==> config.mk <==
export PLATFORM = sky130hd
export DESIGN_NAME = lpclk_ctrl
export DESIGN_NICKNAME = d
export VERILOG_FILES = /design/src/rtl/lpclk_pkg.sv /design/src/rtl/lpclk_sync_edge.sv /design/src/rtl/lpclk_divider.sv /design/src/rtl/lpclk_stab.sv /design/src/rtl/lpclk_ctrl.sv
export SDC_FILE = /design/constraint.sdc
export NUM_CORES = 1
export LEC_CHECK = 0
export BUFFER_PORTS_ARGS = -buffer_cell sky130_fd_sc_hd__buf_4
export CORE_MARGIN = 4
export CORE_UTILIZATION = 39
export DETAILED_ROUTE_END_ITERATION = 16
export SETUP_SLACK_MARGIN = 0.02
export SLEW_MARGIN = 20
export SYNTH_ARGS = -nofsm -noshare
export SYNTH_HDL_FRONTEND = slang
export SYNTH_SLANG_ARGS = --single-unit
==> constraint.sdc <==
create_clock -name clk_i -period 2.3 [get_ports clk_i]
set_input_delay 0.46 -clock clk_i [delete_from_list [all_inputs] [get_ports clk_i]]
set_output_delay 0.46 -clock clk_i [all_outputs]
set_load 0.05 [all_outputs]
==> src/rtl/lpclk_pkg.sv <==
package lpclk_pkg;
  localparam int CTL_ON_BIT  = 0;
  localparam int CTL_PDE_BIT = 1;
  localparam int STS_RDY_BIT = 2;
  localparam int REG_W       = 3;

  typedef enum logic {
    SRC_DIV  = 1'b0,
    SRC_SLOW = 1'b1
  } tick_src_e;

  typedef struct packed {
    logic pde;
    logic on;
  } ctl_t;
endpackage

==> src/rtl/lpclk_sync_edge.sv <==
module lpclk_sync_edge #(
  parameter int STAGES = 2
) (
  input  logic clk_i,
  input  logic rst_ni,
  input  logic async_i,
  output logic rise_o
);
  logic [STAGES:0] pipe_q;

  always_ff @(posedge clk_i or negedge rst_ni) begin
    if (!rst_ni) pipe_q <= '0;
    else         pipe_q <= {pipe_q[STAGES-1:0], async_i};
  end

  // pipe_q[STAGES-1] is the synchronized level, pipe_q[STAGES] its delayed copy
  assign rise_o = pipe_q[STAGES-1] & ~pipe_q[STAGES];

  AST_EDGE_SINGLE: assert property (@(posedge clk_i) disable iff (!rst_ni)
    rise_o |=> !rise_o);
endmodule

==> src/rtl/lpclk_divider.sv <==
module lpclk_divider #(
  parameter int DIV = 112
) (
  input  logic clk_i,
  input  logic rst_ni,
  input  logic clr_i,
  output logic tick_o
);
  localparam int CW = (DIV > 1) ? $clog2(DIV) : 1;
  localparam logic [CW-1:0] LAST = CW'(DIV - 1);

  logic [CW-1:0] cnt_q;

  always_ff @(posedge clk_i or negedge rst_ni) begin
    if (!rst_ni)             cnt_q <= '0;
    else if (clr_i)          cnt_q <= '0;
    else if (cnt_q == LAST)  cnt_q <= '0;
    else                     cnt_q <= cnt_q + 1'b1;
  end

  assign tick_o = (cnt_q == LAST);

  AST_DIV_SINGLE: assert property (@(posedge clk_i) disable iff (!rst_ni)
    tick_o |=> !tick_o);
  AST_DIV_CLR_QUIET: assert property (@(posedge clk_i) disable iff (!rst_ni)
    clr_i |=> !tick_o);
endmodule

==> src/rtl/lpclk_stab.sv <==
module lpclk_stab #(
  parameter int EDGES = 6
) (
  input  logic clk_i,
  input  logic rst_ni,
  input  logic en_i,
  input  logic edge_i,
  output logic ok_o
);
  localparam int CW = $clog2(EDGES + 1);
  localparam logic [CW-1:0] LAST = CW'(EDGES - 1);

  logic [CW-1:0] cnt_q;
  logic          ok_q;

  always_ff @(posedge clk_i or negedge rst_ni) begin
    if (!rst_ni) begin
      cnt_q <= '0;
      ok_q  <= 1'b0;
    end else if (!en_i) begin
      cnt_q <= '0;
      ok_q  <= 1'b0;
    end else if (edge_i && !ok_q) begin
      cnt_q <= cnt_q + 1'b1;
      if (cnt_q == LAST) ok_q <= 1'b1;
    end
  end

  assign ok_o = ok_q;

  AST_OK_DROPS: assert property (@(posedge clk_i) disable iff (!rst_ni)
    !en_i |=> !ok_o);
  AST_OK_ON_EDGE: assert property (@(posedge clk_i) disable iff (!rst_ni)
    $rose(ok_o) |-> $past(edge_i));
endmodule

==> src/rtl/lpclk_ctrl.sv <==
module lpclk_ctrl #(
  parameter int DIV         = 112,
  parameter int STAB_EDGES  = 6,
  parameter int SYNC_STAGES = 2
) (
  input  logic       clk_i,
  input  logic       rst_ni,
  input  logic       reg_we_i,
  input  logic [2:0] reg_wdata_i,
  output logic [2:0] reg_rdata_o,
  input  logic       slow_osc_i,
  input  logic       sleep_i,
  output logic       tick_o,
  output logic       pd_req_o
);
  import lpclk_pkg::*;

  ctl_t      ctl_q;
  tick_src_e src_q;
  logic      slow_edge, div_tick, stab_ok;
  logic      ready, slow_act, handover, off_write, div_clr;

  // control register; bit 2 of the write data is not stored
  always_ff @(posedge clk_i or negedge rst_ni) begin
    if (!rst_ni)       ctl_q <= '0;
    else if (reg_we_i) ctl_q <= '{pde: reg_wdata_i[CTL_PDE_BIT], on: reg_wdata_i[CTL_ON_BIT]};
  end

  lpclk_sync_edge #(.STAGES(SYNC_STAGES)) u_sync (
    .clk_i   (clk_i),
    .rst_ni  (rst_ni),
    .async_i (slow_osc_i),
    .rise_o  (slow_edge)
  );

  lpclk_stab #(.EDGES(STAB_EDGES)) u_stab (
    .clk_i  (clk_i),
    .rst_ni (rst_ni),
    .en_i   (ctl_q.on),
    .edge_i (slow_edge),
    .ok_o   (stab_ok)
  );

  // ready is masked by the enable so that clearing it takes effect at once
  assign ready     = stab_ok & ctl_q.on;
  assign slow_act  = (src_q == SRC_SLOW) & ctl_q.on;
  assign handover  = ready & slow_edge & (src_q == SRC_DIV);
  assign off_write = reg_we_i & ~reg_wdata_i[CTL_ON_BIT] & ctl_q.on;
  assign div_clr   = slow_act | handover | off_write;

  lpclk_divider #(.DIV(DIV)) u_div (
    .clk_i  (clk_i),
    .rst_ni (rst_ni),
    .clr_i  (div_clr),
    .tick_o (div_tick)
  );

  always_ff @(posedge clk_i or negedge rst_ni) begin
    if (!rst_ni)                    src_q <= SRC_DIV;
    else if (!ctl_q.on)             src_q <= SRC_DIV;
    else if (handover)              src_q <= SRC_SLOW;
  end

  always_comb begin
    if (slow_act)      tick_o = slow_edge;
    else if (handover) tick_o = 1'b1;
    else               tick_o = div_tick;
  end

  assign pd_req_o = sleep_i & ctl_q.pde & ready;

  always_comb begin
    reg_rdata_o              = '0;
    reg_rdata_o[CTL_ON_BIT]  = ctl_q.on;
    reg_rdata_o[CTL_PDE_BIT] = ctl_q.pde;
    reg_rdata_o[STS_RDY_BIT] = ready;
  end

  AST_PD_NEEDS_RDY: assert property (@(posedge clk_i) disable iff (!rst_ni)
    pd_req_o |-> (stab_ok && ctl_q.on));
  AST_SLOW_NO_DIV: assert property (@(posedge clk_i) disable iff (!rst_ni)
    slow_act |-> !div_tick);
  AST_SLOW_NEEDS_OK: assert property (@(posedge clk_i) disable iff (!rst_ni)
    slow_act |-> stab_ok);
endmodule

* Word level (Yosys, flattened, before mapping)
Index checks and enable logic that the tools add are counted.
Word-level totals: register bits 17, bits of input ports 8, output and inout port bits 5, word-level logic and storage cells 42
Cells by class: $add $sub $neg 2, equal/unequal tests 5, muxes and demuxes 11, bitwise logic cells 14, reductions and logical operators 3
Operators with widths (count):
- $mux 7 | 2
- $and 1x1->1 | 9
- $add 7x1->7 const B | 1
- $eq 7x7->1 const B | 1
- $mux 1 | 7
- $mux 3 | 2
- $ne 2x1->1 const B | 3
- $add 3x1->3 const B | 1
- $eq 3x3->1 const B | 1
- $not 1->1 | 3
- $or 1x1->1 | 2
- $reduce_and 2->1 | 1
- $logic_and 1x1->1 | 1
- $logic_not 1->1 | 1

* Logic depth before layout (Yosys ltp)
Gate-level depths: netlist of the first run.
depth in word-level cells 7, mapped depth 5, gate-level depth less buffers 5

* By module
Synthesis of the first run repeated with hierarchy kept, for this count alone.
Unflattened totals: cells, all modules 67, area, all modules 778.2 µm²
By module, submodules not included:
- lpclk_divider | times used 1, cells an instance 30, area an instance 317.8 µm², seq. area each 175.2 µm²
- lpclk_stab | times used 1, cells an instance 17, area an instance 206.4 µm², seq. area each 100.1 µm²
- lpclk_ctrl | times used 1, cells an instance 16, area an instance 165.2 µm², seq. area each 75.1 µm²
- lpclk_sync_edge | times used 1, cells an instance 4, area an instance 88.8 µm², seq. area each 75.1 µm²

* Least setup slack after synthesis of the first run
No wires, ideal clock.
path type reg-to-output, from register u_div.cnt_q[0], to output port tick_o, arrival time 1.501 ns, required time 1.840 ns, setup slack 0.339 ns, cell stages (with the launch flop) 5, buffers on the path 0, cell sequence dfrtp_1 -> ha_1 -> nand3_1 -> nor3_2 -> o2bb2ai_1
On the way: longest elaborated chain between the ends 3
RTL lines:
- start: declaration | RTL line lpclk_divider.sv:12 | logic [CW-1:0] cnt_q;
- start signal: assignment | RTL line lpclk_divider.sv:18 | else cnt_q <= cnt_q + 1'b1;
- $eq 7x7->1 | RTL line lpclk_divider.sv:21 | assign tick_o = (cnt_q == LAST);
- $mux 1 | RTL line lpclk_ctrl.sv:66 | else if (handover) tick_o = 1'b1;
- $mux 1 | RTL line lpclk_ctrl.sv:65 | if (slow_act) tick_o = slow_edge;
- end: declaration | RTL line lpclk_ctrl.sv:13 | output logic tick_o,
Every way passes these cells.

* Worst setup path after layout of the first run
Ends and elaborated chain as after synthesis.

==> results.py, run 1 <==
metrics = {
    "run_status": {
        "status": "finished clean",
    },
    "synthesis": {
        "syn_nets": 80,
        "yosys-top-cells-area": "dfrtp_1 (52%), ha_1 (4.6%), xor2_1 (3.2%)",
        "yosysTopAreaCell": "dfrtp_1",
        "ys_ff_latch": 17,
        "synth_top_area_share_pct": 52.31,
        "ys_seq_area_share_pct": 52.31,
        "synth_cell_types": 33,
        "synthesis.area_um2": 813.3,
        "syn_area_per_cell_um2": 11.79,
        "synthesis.instances": 69,
        "synth_warnings": 0,
    },
    "grt": {
        "grtUsageTotal_pct": 11.41,
        "grt_max_degree": 18,
        "antenna_found_initial": 0,
        "grt-ovfl-total": 0,
        "grt_pass1_vias": 548,
        "grt_first_pass_wirelength_um": 2325,
    },
    "setup_path": {
        "path_delay_family": "flip-flops",
        "crit_fanout": 3,
        "start_kind": "register",
        "critical_path.max_stage_delay_ns": 0.38,
        "path_class": "register to output port",
        "reg2reg_slack_ns": 0.98,
        "worstPathCellList": "ha_1 > nand3_1 > nor3_2 > o2bb2ai_1 > buf_4",
        "cp_num_buf_inv": 1,
        "cp.arrival_ns": 1.61,
        "endpoint_kind": "output port",
        "crit_path_top_delay_cell": "dfrtp_1",
        "worstPathRequired_ns": 1.84,
    },
    "clocking": {
        "insertion_delay_ns": 0.28,
        "ctsHoldBuffers": 0,
        "cts_tree": "done",
        "numCtsBuffers": 3,
        "post-cts-setup-buffer-count": 0,
        "htree_num_levels": 1,
        "post_cts_resized": 0,
        "clock_path_buffers": 2,
        "clockRootBuffer": "clkbuf_4",
        "clock-sinks": 17,
        "path_clk_slew_ns": 0.10,
    },
    "timing": {
        "hold_viol_final": 0,
        "rsz0062_at_grt": "no",
        "relSlewSlack_pct": 76.45,
        "fin_skew_ns": 0.001214,
        "timing.final.crit_share_pct": 89.97,
        "finalSetupViolations": 0,
        "tightest_slew_ns": 0.3525,
        "setup_tns_ns": 0,
        "timing.fmax_mhz": 483.2,
        "timing.final.ws_setup_ns": 0.2306,
        "period_needed_ns": 2.069,
        "maxSlewViolCount": 0,
    },
    "die": {
        "die_h_um": 53.67,
        "die_area_um2": 2880,
        "ioPinCount": 13,
        "rows": 16,
        "start_util_pct": 41.45,
        "core_area_um2": 1962,
        "fp.dieW_um": 53.67,
    },
    "detailed_routing": {
        "top_layer": "met4",
        "ant_nets": 0,
        "dr.pass1.iters": 2,
        "vias": 538,
        "wl_met3_um": 95,
        "met1_length_um": 650,
        "drtIter0Drc": 7,
        "vias_per_cell": 4.936,
        "drc": 0,
        "wl_met2_um": 562,
        "wl_per_cell_um": 12.12,
        "totalWireLength_um": 1321,
    },
    "power": {
        "ir_worst_vdd_v": 0.0003861,
        "powerDensity_nw_per_um2": 739.8,
        "power.switching_mw": 0.2128,
        "switching_share_pct": 30.41,
        "internal_power_mw": 0.4869,
        "pwr-share-comb_pct": 20.0,
        "p_clk_share_pct": 22.7,
        "leakagePower_nw": 0.4460,
        "seqPwrFrac_pct": 57.3,
    },
    "hold_path": {
        "hold_path.class": "primary input to async pin",
    },
    "finish": {
        "nNetsFinal": 94,
        "diodes": 0,
        "drive_gt1_share_pct": 30.49,
        "fillers": 189,
        "syn_to_final_growth_pct": 16.31,
    },
    "run": {
        "max-cap-violations": 0,
    },
    "placement": {
        "port-buffer-count": 11,
        "pre_cts_ws_ns": 0.5346,
        "gp_congestion": 0.6983,
        "hpwl_um": 984.1,
    },
}
-- metrics by stage --
step	std cells	util [%]	power, mW	cell area, um^2	hold WS (ns)
after global placement	105	46.81	0.5424	918.4	0.3328
after global routing	109	48.21	0.7524	945.9	0.006902
after CTS	109	48.21	0.7124	945.9	0.009920
after detailed placement	105	46.81	0.5496	918.4	0.3371
final	109	48.21	0.6997	945.9	0.01580
after floorplan	69	-	0.5077	813.3	0.1644
-- area by class of cell --
cell class / instances / area [um^2] / share of cell area, %
flip-flops and latches: 17 / 425.4 / 44.97
multi-input cells: 48 / 365.4 / 38.62
repair buffers: 12 / 90.09 / 9.524
well taps: 27 / 33.78 / 3.571
clock buffers: 3 / 22.52 / 2.381
clock inverters: 1 / 5.005 / 0.5291
inverters: 1 / 3.754 / 0.3968
-- cells by family after synthesis --
family                     synth area share, %
buffers and inverters                    2.768
DFF                                      52.31
and+or+nand+nor                          22.00
muxes                                    4.000
xor gates and xnor gates                 4.308
adders and majority gates                4.616
AOI/OAI and AO/OA                        9.999
-- Yosys cell counts --
cell       count
o21ai_0        3
o2bb2ai_1      1
nor3b_1        1
buf_4          2
and2_2         1
nor2_1         3
o31a_4         1
nor3_2         2
o21a_1         2
nand2_1        5
inv_1          1
nand2b_1       2
mux2_2         2
a21oi_1        1
nor2b_1        2
nand4_1        1
and4bb_2       1
and3b_1        1
or3_1          1
or3b_1         1
mux2i_1        1
xor2_1         3
nor3b_2        1
nor3_1         1
a211oi_2       1
clkbuf_1       1
and3_1         1
xnor2_1        1
ha_1           3
nand3_1        2
dfrtp_1       17
and2_1         2
a21boi_0       1
-- sequential cells by signal, summed over array words and instances (netlist names) --
name / flops
reg_rdata_o: 2
src_q: 1
u_div.cnt_q: 7
u_stab.cnt_q: 3
u_stab.ok_o: 1
u_sync.pipe_q: 3
-- cell usage in the layout, fill, tap and decap left out, drive strengths merged, types with 2 or more instances in the layout --
| cell | Yosys | layout |
|---|---|---|
| xor2 | 3 | 3 |
| mux2 | 2 | 2 |
| clkbuf | 1 | 3 |
| ha | 3 | 3 |
| o21a | 2 | 2 |
| buf | 2 | 12 |
| o21ai | 3 | 3 |
| nor2b | 2 | 2 |
| nor3b | 2 | 2 |
| and2 | 3 | 3 |
| nand2b | 2 | 2 |
| dfrtp | 17 | 17 |
| nand3 | 2 | 2 |
| nor3 | 3 | 3 |
| nor2 | 3 | 3 |
| nand2 | 5 | 5 |
-- per-layer routing --
| metal | up-vias | global-route usage, % |
|---|---|---|
| li1 | 265 | - |
| met1 | 259 | 14.19 |
| met2 | 12 | 17.14 |
| met3 | 2 | 3.878 |
| met4 | 0 | 6.383 |
| met5 | - | 0 |
-- worst reg2reg max path: stages (launching register included) --
cell	delay, ns
dfrtp_1	0.44
and3b_1	0.23
o31a_4	0.38
a211oi_2	0.19
-- worst paths after layout --
path	from	cells after the start	to
max in group asynchronous	rst_ni	1	u_sync.pipe_q[0]
min in group clk_i	slow_osc_i	1	u_sync.pipe_q[0]
min reg2reg	u_sync.pipe_q[0]	0	u_sync.pipe_q[1]
min	rst_ni	1	u_div.cnt_q[6]
max reg2reg	u_stab.ok_o	3	u_div.cnt_q[5]
max	u_div.cnt_q[0]	5	tick_o
-- power by group through the flow --
stage	logic, mW	registers, mW	clock network [mW]
floorplan	0.110	0.398	0
finish	0.140	0.401	0.159
CTS	0.143	0.401	0.168
global placement	0.139	0.404	0
global route	0.162	0.411	0.180
detailed placement	0.142	0.407	0
Power figures use the tool's default switching activity.
==> run 2: changes to the inputs <==
--- a/config.mk
+++ b/config.mk
@@ -13,4 +13,5 @@
 export SLEW_MARGIN = 20
 export SYNTH_ARGS = -nofsm -noshare
 export SYNTH_HDL_FRONTEND = slang
+export SYNTH_HIERARCHICAL = 1
 export SYNTH_SLANG_ARGS = --single-unit
==> results.py, run 2 <==
metrics = {
    "grt": {
        "grt_first_pass_wirelength_um": 2346,
        "grt_pass1_vias": 523,
        "grtUsageTotal_pct": 11.88,
        "grt_max_degree": 18,
        "grt-ovfl-total": 0,
        "antenna_found_initial": 0,
    },
    "hold_path": {
        "hold_path.class": "primary input to register",
        "hp-start": "slow_osc_i",
    },
    "detailed_routing": {
        "ant_nets": 0,
        "wl_per_cell_um": 11.36,
        "totalWireLength_um": 1216,
        "drtIter0Drc": 6,
        "dr.pass1.iters": 3,
        "drc": 0,
        "vias": 505,
        "vias_per_cell": 4.720,
    },
    "timing": {
        "setup_tns_ns": 0,
        "period_needed_ns": 1.991,
        "relSlewSlack_pct": 71.03,
        "hold_viol_final": 0,
        "finalSetupViolations": 0,
        "timing.fmax_mhz": 502.3,
        "tightest_slew_ns": 0.4306,
        "timing.final.crit_share_pct": 86.56,
        "rsz0062_at_grt": "no",
        "maxSlewViolCount": 0,
        "fin_skew_ns": 0.001745,
    },
    "placement": {
        "port-buffer-count": 11,
        "gp_congestion": 0.7177,
        "hpwl_um": 877.2,
    },
    "finish": {
        "top_register": "u_div/cnt_q",
        "diodes": 0,
        "nNetsFinal": 94,
        "mostFrequentLayoutCells": "dfrtp_1 (17), buf_4 (11), nor2_1 (7), nand2_1 (5)",
        "top_regs": "u_div/cnt_q (7), u_stab/cnt_q (3), u_sync/pipe_q (3)",
        "drive_gt1_share_pct": 24.39,
        "syn_to_final_growth_pct": 18.49,
        "largest_register_ffs": 7,
        "fillers": 170,
        "final_common_cell": "dfrtp_1",
    },
    "setup_path": {
        "endpoint_kind": "output port",
        "r2r-start": "u_sync/pipe_q[2]",
        "path_class": "register to output port",
        "startpoint": "u_div/cnt_q[0]",
        "start_kind": "register",
        "worstPathRequired_ns": 1.84,
        "crit_fanout": 4,
        "cp.arrival_ns": 1.53,
    },
    "die": {
        "start_util_pct": 43.19,
        "ioPinCount": 13,
        "die_h_um": 52.67,
        "fp.dieW_um": 52.67,
        "rows": 15,
        "die_area_um2": 2774,
        "core_area_um2": 1802,
    },
    "power": {
        "ir_worst_vdd_v": 0.0004322,
        "powerDensity_nw_per_um2": 748.9,
        "leakagePower_nw": 0.4401,
        "power_mw": 0.6906,
    },
    "clocking": {
        "clock-sinks": 17,
        "insertion_delay_ns": 0.29,
        "clockRootBuffer": "clkbuf_4",
        "numCtsBuffers": 3,
        "path_clk_slew_ns": 0.10,
        "clock_path_buffers": 2,
        "htree_num_levels": 1,
        "cts_tree": "done",
    },
    "synthesis": {
        "synthTopCellsByCount": "dfrtp_1 (17), nor2_1 (7), nand2_1 (5)",
        "ys_seq_area_share_pct": 54.66,
        "synthArstFlopShare_pct": 100.0,
        "syn_nets": 78,
        "ys_ff_latch": 17,
        "synthesis.instances": 67,
        "yosys-top-cells-area": "dfrtp_1 (55%), ha_1 (4.8%), nor2b_4 (3.5%)",
        "synth_warnings": 6,
        "synthFlopType": "dfrtp_1",
        "synthesis.area_um2": 778.2,
        "synth_edf_count": 0,
        "synth_top_area_share_pct": 54.66,
        "syn_area_per_cell_um2": 11.62,
        "yosysTopAreaCell": "dfrtp_1",
        "synth_most_common_cell": "dfrtp_1",
        "synth_cell_types": 28,
    },
    "run_status": {
        "status": "finished clean",
    },
    "run": {
        "max-cap-violations": 0,
    },
}
## run 2: critical path: stages, from the launching register on
cell       delay, ns
dfrtp_1         0.38
ha_1            0.22
nand4_2         0.15
nor2_1          0.14
o2bb2ai_1       0.13
buf_4           0.22
## run 2: report_power, final
part / total, mW / internal, mW / switching (mW)
clock network: 0.163 / 0.0647 / 0.0983
registers: 0.396 / 0.347 / 0.0483
logic: 0.132 / 0.0662 / 0.0656
## run 2: logic make-up (layout without fill, tap and decap cells)
| family | Yosys count | count (layout) | synth area share, % |
|---|---|---|---|
| AND/OR/NAND/NOR | 28 | 28 | 21.87 |
| AO/OA/AOI/OAI | 9 | 9 | 8.200 |
| XOR/XNOR | 5 | 5 | 5.628 |
| flip-flops | 17 | 17 | 54.66 |
| adder cells (fa/ha/maj) | 3 | 3 | 4.824 |
| multiplexers | 2 | 2 | 2.894 |
| buffers and inverters | 3 | 18 | 1.930 |
## run 2: final timing paths
check	endpoint	slack [ns]	cells past startpoint
worst max-delay path	tick_o	0.31	5
worst min-delay path	u_sync/pipe_q[0]	0.26	1
worst max register to register	u_div/cnt_q[3]	0.75	5
worst min register to register	u_sync/pipe_q[1]	0.36	0
max in group asynchronous	u_stab/cnt_q[1]	1.56	2
min in group asynchronous	u_stab/ok_o	0.56	2
## run 2: area by class of cell
class                   count  area (um^2)  area share [%]
clock buffers               3        22.52           2.442
multi-input cells          47        337.8           36.64
inverters                   2        7.507          0.8141
clock inverters             1        5.005          0.5427
flip-flops and latches     17        425.4           46.13
repair buffers             12        92.59           10.04
well taps                  25        31.28           3.392
## run 2: per-layer routing
layer	vias to the layer above	wire length, um	global-route usage, %	part of all wire, %
met4	0	29	6.383	2.4
met3	4	97	4.843	8.0
met2	15	474	16.94	39
li1	254	-	-	-
met5	-	0	0	0
met1	232	616	15.10	51
## run 2: what timing repair did
item                      4_1_cts  5_1_grt
gates resized for setup         0        0
hold endpoints to repair        0       10
buffers inserted                0        0
hold buffers                    0        1
## run 2: through the flow
stage          instances  util, %  hold WS [ns]  setup slack [ns]  cell area (um^2)
2_1_floorplan         67        -        0.1644            0.2411             778.2
3_3_place_gp         102    49.10        0.3321            0.6214             884.6
3_5_place_dp         102    49.10        0.3365            0.6142             884.6
4_1_cts              106    50.63       0.01022            0.2762             912.1
5_1_grt              107    51.18        0.2407            0.1603             922.1
6_report             107    51.18        0.2640            0.3091             922.1
